==> src/rtl/doe_mbx_pkg.sv <==
package doe_mbx_pkg;
    localparam int unsigned OFS_CTRL = 'h08;
    localparam int unsigned OFS_STAT = 'h0C;
    localparam int unsigned OFS_WMB  = 'h10;
    localparam int unsigned OFS_RMB  = 'h14;

    localparam int unsigned CTRL_ABORT_BIT = 0;
    localparam int unsigned CTRL_GO_BIT    = 31;
    localparam int unsigned STAT_ERR_BIT   = 2;
    localparam int unsigned STAT_RDY_BIT   = 31;

    localparam logic [15:0] SIG_VID    = 16'h0001;
    localparam logic [7:0]  DISC_TYPE  = 8'h00;
    localparam logic [7:0]  CMA_PROT   = 8'h01;
    localparam logic [31:0] RSP_LENGTH = 32'd3;

    // single discovery entry: next-index | protocol | vendor
    function automatic logic [31:0] disc_entry();
        return {8'h00, CMA_PROT, SIG_VID};
    endfunction
endpackage

==> src/rtl/doe_req_capture.sv <==
module doe_req_capture #(
    parameter int unsigned DEPTH = 1024,
    localparam int unsigned IDX_W = $clog2(DEPTH + 1)
) (
    input  logic        clk,
    input  logic        rst_n,
    input  logic        push,
    input  logic        clear,
    input  logic [31:0] wdata,
    output logic [31:0] hdr0
);
    typedef struct packed {
        logic [IDX_W-1:0] idx;
        logic [31:0]      hdr0;
    } cap_t;

    cap_t st_d, st_q;

    always_comb begin
        st_d = st_q;
        if (clear) begin
            st_d.idx = '0;
        end else if (push && (st_q.idx < IDX_W'(DEPTH))) begin
            if (st_q.idx == '0) st_d.hdr0 = wdata;
            st_d.idx = st_q.idx + 1'b1;
        end
    end

    always_ff @(posedge clk) begin
        if (!rst_n) st_q <= '0;
        else        st_q <= st_d;
    end

    assign hdr0 = st_q.hdr0;


    idx_bound_chk: assert property (@(posedge clk) disable iff (!rst_n)
        st_q.idx <= IDX_W'(DEPTH));


    full_drop_chk: assert property (@(posedge clk) disable iff (!rst_n)
        (push && !clear && st_q.idx == IDX_W'(DEPTH)) |=> $stable(st_q.hdr0));
endmodule

==> src/rtl/doe_resp_engine.sv <==
module doe_resp_engine
    import doe_mbx_pkg::*;
#(
    parameter int unsigned RIDX_W = 16
) (
    input  logic        clk,
    input  logic        rst_n,
    input  logic        go,
    input  logic        abort,
    input  logic        ack,
    input  logic [31:0] hdr0,
    output logic        ready,
    output logic        error,
    output logic [31:0] rsp_word
);
    typedef struct packed {
        logic [2:0]        cnt;   // two's complement, -1..3
        logic [RIDX_W-1:0] ridx;
        logic [31:0]       rsp0;
    } eng_t;

    eng_t st_d, st_q;
    logic hdr_ok;
    logic [31:0] sel_word;

    assign ready  = !st_q.cnt[2] && (st_q.cnt != 3'b000);
    assign error  = st_q.cnt[2];
    assign hdr_ok = (hdr0[15:0] == SIG_VID) && (hdr0[23:16] == DISC_TYPE);

    always_comb begin
        st_d = st_q;
        if (go) begin
            if (hdr_ok) begin
                st_d.cnt  = 3'd3;
                st_d.rsp0 = hdr0;
            end else begin
                st_d.cnt  = 3'b111;
            end
        end
        if (abort) begin
            st_d.cnt  = 3'b000;
            st_d.ridx = '0;
        end
        if (ack && ready) begin
            st_d.cnt = st_q.cnt - 3'd1;
            if (st_q.ridx != '1) st_d.ridx = st_q.ridx + 1'b1;
        end
    end

    always_ff @(posedge clk) begin
        if (!rst_n) st_q <= '0;
        else        st_q <= st_d;
    end

    always_comb begin
        case (st_q.ridx)
            RIDX_W'(0): sel_word = st_q.rsp0;
            RIDX_W'(1): sel_word = RSP_LENGTH;
            RIDX_W'(2): sel_word = disc_entry();
            default:    sel_word = '0;
        endcase
        rsp_word = ready ? sel_word : '0;
    end


    cnt_range_chk: assert property (@(posedge clk) disable iff (!rst_n)
        !(st_q.cnt[2] && st_q.cnt != 3'b111));


    ack_step_chk: assert property (@(posedge clk) disable iff (!rst_n)
        (ack && ready) |=> (st_q.cnt == $past(st_q.cnt) - 3'd1));


    idle_ack_chk: assert property (@(posedge clk) disable iff (!rst_n)
        (ack && !ready && !go && !abort) |=> $stable(st_q.cnt));


    abort_clear_chk: assert property (@(posedge clk) disable iff (!rst_n)
        abort |=> (!ready && !error && st_q.ridx == '0));
endmodule

==> src/rtl/doe_mbx_responder.sv <==
module doe_mbx_responder
    import doe_mbx_pkg::*;
#(
    parameter int unsigned ADDR_W = 8,
    parameter int unsigned DEPTH  = 1024,
    parameter int unsigned RIDX_W = 16
) (
    input  logic              clk,
    input  logic              rst_n,
    input  logic              cfg_en,
    input  logic              cfg_we,
    input  logic [ADDR_W-1:0] cfg_addr,
    input  logic [31:0]       cfg_wdata,
    output logic [31:0]       cfg_rdata
);
    typedef struct packed {
        logic [31:0] rdata;
    } rd_t;

    rd_t rd_d, rd_q;
    logic wr_ctrl, wr_wmb, wr_rmb, rd_acc, mapped;
    logic go, abort, ready, error;
    logic [31:0] hdr0, rsp_word;

    assign wr_ctrl = cfg_en && cfg_we && (cfg_addr == ADDR_W'(OFS_CTRL));
    assign wr_wmb  = cfg_en && cfg_we && (cfg_addr == ADDR_W'(OFS_WMB));
    assign wr_rmb  = cfg_en && cfg_we && (cfg_addr == ADDR_W'(OFS_RMB));
    assign rd_acc  = cfg_en && !cfg_we;
    assign mapped  = (cfg_addr == ADDR_W'(OFS_STAT)) || (cfg_addr == ADDR_W'(OFS_RMB));
    assign go      = wr_ctrl && cfg_wdata[CTRL_GO_BIT];
    assign abort   = wr_ctrl && cfg_wdata[CTRL_ABORT_BIT];

    doe_req_capture #(.DEPTH(DEPTH)) u_cap (
        .clk   (clk),
        .rst_n (rst_n),
        .push  (wr_wmb),
        .clear (abort),
        .wdata (cfg_wdata),
        .hdr0  (hdr0)
    );

    doe_resp_engine #(.RIDX_W(RIDX_W)) u_eng (
        .clk      (clk),
        .rst_n    (rst_n),
        .go       (go),
        .abort    (abort),
        .ack      (wr_rmb),
        .hdr0     (hdr0),
        .ready    (ready),
        .error    (error),
        .rsp_word (rsp_word)
    );

    always_comb begin
        rd_d.rdata = '0;
        if (rd_acc) begin
            if (cfg_addr == ADDR_W'(OFS_STAT)) begin
                rd_d.rdata[STAT_RDY_BIT] = ready;
                rd_d.rdata[STAT_ERR_BIT] = error;
            end else if (cfg_addr == ADDR_W'(OFS_RMB)) begin
                rd_d.rdata = rsp_word;
            end
        end
    end

    always_ff @(posedge clk) begin
        if (!rst_n) rd_q <= '0;
        else        rd_q <= rd_d;
    end

    assign cfg_rdata = rd_q.rdata;


    unmapped_zero_chk: assert property (@(posedge clk) disable iff (!rst_n)
        (rd_acc && !mapped) |=> (cfg_rdata == '0));


    idle_bus_chk: assert property (@(posedge clk) disable iff (!rst_n)
        !rd_acc |=> (cfg_rdata == '0));


    read_no_adv_chk: assert property (@(posedge clk) disable iff (!rst_n)
        (rd_acc && ready) |=> $stable(rsp_word));
endmodule

==> config.mk <==
export PLATFORM = sky130hd
export DESIGN_NAME = doe_mbx_responder
export DESIGN_NICKNAME = d
export VERILOG_FILES = /design/src/rtl/doe_mbx_pkg.sv /design/src/rtl/doe_req_capture.sv /design/src/rtl/doe_resp_engine.sv /design/src/rtl/doe_mbx_responder.sv
export SDC_FILE = /design/constraint.sdc
export NUM_CORES = 1
export LEC_CHECK = 0
export BUFFER_PORTS_ARGS = -buffer_cell sky130_fd_sc_hd__clkbuf_2
export CORE_ASPECT_RATIO = 0.9
export CORE_UTILIZATION = 55
export DETAILED_ROUTE_END_ITERATION = 7
export PLACE_DENSITY = 0.77
export RECOVER_POWER = 100
export SYNTH_ARGS = -nofsm -noshare
export SYNTH_HDL_FRONTEND = slang
export SYNTH_SLANG_ARGS = --single-unit
==> constraint.sdc <==
create_clock -name clk -period 3.05 [get_ports clk]
set_clock_uncertainty 0.15 [all_clocks]
set_input_delay 0.61 -clock clk [delete_from_list [all_inputs] [get_ports clk]]
set_output_delay 0.61 -clock clk [all_outputs]
set_load 0.005 [all_outputs]
==> results.md <==
* #FFs+latches synth at 126
* Global Route Usage Sum at 23.5%
* Highest net fanout along the worst path at 14
* Worst r2r src: u_eng.st_q[33]
* Most used DFF post-synth: dfxtp_1
* Full die area at 9850 µm²
* Final Hold Vio Count at 0
* Number of flops mapped to enable cells by yosys at 0
* Die H at 94.2 µm
* Sequential share of the synthesized area at 48.5%
* Commonest non-fill, non-tap cell in the layout: dfxtp_1
* Peak supply drop at 0.422 mV
* Clk slew on worst S/H paths at 0.06 ns
* GPL Wtd Cong at 0.884
* Yosys top cell by area: dfxtp_1
* # port buffers at 75
* Syn_area_per_cell at 9.54 µm²
* Worst EP arrival at 2.95 ns
* Worst skew pair latency at 0.51 ns
* Met1 usage in global routing at 28.6%
* Syn nets at 597
* CP startpoint kind: flip-flop
* Mapped cell area at 5200 µm²
* Worst Setup End Kind: flip-flop
* Grt peak-use layer: met2
* Synth top area cells: dfxtp_1 49%, mux2i_1 8.9%, nand2_1 7.1%
* Fin util at 67.6%
* Num CTS Buffers at 17
* CP required at 3.34 ns
* CTS tree: done
* ANT nets after route at 0
* Cells on Worst Hold Path at 3
* Pin count of the biggest net entering global routing at 82
* N_diodes at 0
* Hold Crit Class: in2reg
* Residual DRC at 0
* Setup violators final at 0
* Post-CTS Resized at 0
* Commonest non-fill, non-tap cells in the layout: 126 x dfxtp_1, 98 x nand2_1, 57 x clkbuf_2, 46 x mux2i_1
* Top-area cell type share of the netlist area at 48.5%
* Final wirelength at 11.0 mm
* Initial Util at 57.0%
* Initial antenna violation count at 0
* Worst setup path end: u_eng.st_q[36]
* Max-cap viol count at 0
* Fin. max-slew vios at 0
* R2R setup slack at 0.38 ns
* Bufs on Longest Clock Path at 2
* Syn-to-layout area delta at 18.7%
* CTS Root Cell: clkbuf_8
* R2R cell count at 5
* Synth warn at 0
* Grt ovf at 0
* H-Tree Depth at 4
* Crit Reg-Reg Endpoint: u_eng.st_q[36]
* Crit path from: u_eng.st_q[33]
* First-pass GRT wire length at 18.1 mm
* Vias in the first global route at 3901
* M3 GR Usage at 5.83%
* Via count at 4156
* RSZ-0062 raised after global routing: false
* Minimum clock period at 2.67 ns
* Slew margin rel. at 43.2%
* Setup repair bufs after CTS at 0
* Critical path start-end classification: reg2reg
* Fin crit share at 87.4%
* Leakage at 2.30 nW
* Top Ports at 76
* CTS Hold Buffers Added at 0
* Mapped Cells at 545
* Half-perimeter wire length after placement at 7.44 mm
* CTS Sinks at 126
* DIE WIDTH at 104 µm
* Tot Pwr at 3.76 mW
* Fin nets at 669
* Core Box Area at 9130 µm²
* Max Clk Rate at 375 MHz
* Status: finished clean
* GRT met2 Usage at 38.6%
* Async SR Flop Fraction at 0%
* Via/cell ratio at 5.53
* Setup TNS at 0 ns
* PwrDens at 609 nW/µm²
* WL/cell at 14.7 µm
* Least-Margin Pin Slew at 0.851 ns
* TritonRoute pass-1 iters at 5
* Initial detailed-routing violation count at 388
* Fillers at 752
* Row count at 33
* Layout cell share with drive strength beyond 1 at 16.3%
* Count of different cell masters after synthesis at 57
-- sequential cells by signal, indices dropped and copies added, names as in the netlist --
| register | cells |
|---|---|
| u_eng.error | 1 |
| u_cap.hdr0 | 32 |
| u_cap.st_q | 11 |
| u_eng.st_q | 50 |
| cfg_rdata | 32 |
-- layout make-up --
type | instances | area (µm²) | area share, %
Inverter | 15 | 56.3 | 0.912
Tap cell | 122 | 153 | 2.47
Clock buffer | 17 | 414 | 6.71
Timing Repair Buffer | 82 | 423 | 6.85
Sequential cell | 126 | 2520 | 40.9
Multi-Input combinational cell | 375 | 2420 | 39.1
Clock inverter | 15 | 188 | 3.04
-- worst min-delay path by stage --
stage	to	start
global placement	cfg_rdata[9]	u_eng.st_q[9]
global route	u_cap.hdr0[28]	cfg_wdata[28]
detailed placement	cfg_rdata[17]	u_eng.st_q[17]
floorplan	cfg_rdata[10]	u_eng.st_q[10]
CTS	u_cap.hdr0[15]	cfg_wdata[15]
finish	u_cap.hdr0[15]	cfg_wdata[15]
-- report_power, final --
part	internal, mW	total (mW)	switching [mW]
Clock	1.26	2.02	0.761
Combinational	0.0362	0.0905	0.0543
Sequential	1.65	1.65	0.000163
-- routing by layer --
layer	share of wire, %	up-vias	routed length (µm)
met5	0	-	0
met4	3.2	0	358
met3	5.8	32	639
met2	47	164	5180
met1	44	1911	4870
li1	-	2049	-
-- synthesized netlist by cell type, types with 3 or more instances --
library cell / n
dfxtp_1: 126
nand3_1: 18
inv_1: 14
o21ai_0: 8
and2_1: 54
and4_1: 7
or4_1: 3
nand2_1: 98
nand2b_1: 9
o211ai_1: 12
nor2b_1: 4
o21ai_1: 5
ha_1: 8
mux2i_1: 46
nor4_1: 20
nor3_1: 6
clkbuf_2: 3
clkbuf_1: 15
buf_6: 6
buf_2: 4
a21oi_1: 9
o2bb2ai_1: 4
or3_1: 3
nand4_1: 13
nor2_1: 9
-- cell families after synthesis --
logic type / share of synthesized area (%)
muxes: 9.29
DFF: 48.5
xor gates and xnor gates: 0.674
AOI/OAI and AO/OA: 7.44
and+or+nand+nor: 27.9
buffers and inverters: 4.28
adders and majority gates: 1.93
-- metrics by stage --
step                hold slack, ns  setup slack [ns]  instance area (µm²)  cells
floorplan                    0.271             0.947                 5200    545
finish                       0.171             0.384                 6170    752
global route                 0.174             0.241                 6170    752
global placement             0.281             0.674                 5640    720
detailed placement           0.280             0.580                 5640    720
CTS                          0.156             0.608                 6250    752
-- worst max-delay path, cell delays in order (launching register included) --
cell and delay, ns:
dfxtp_1 0.44, ha_1 0.26, nand4_1 0.36, or4_1 0.93
a21boi_4 0.31, o2bb2ai_1 0.14
Power figures use the tool's default switching activity.
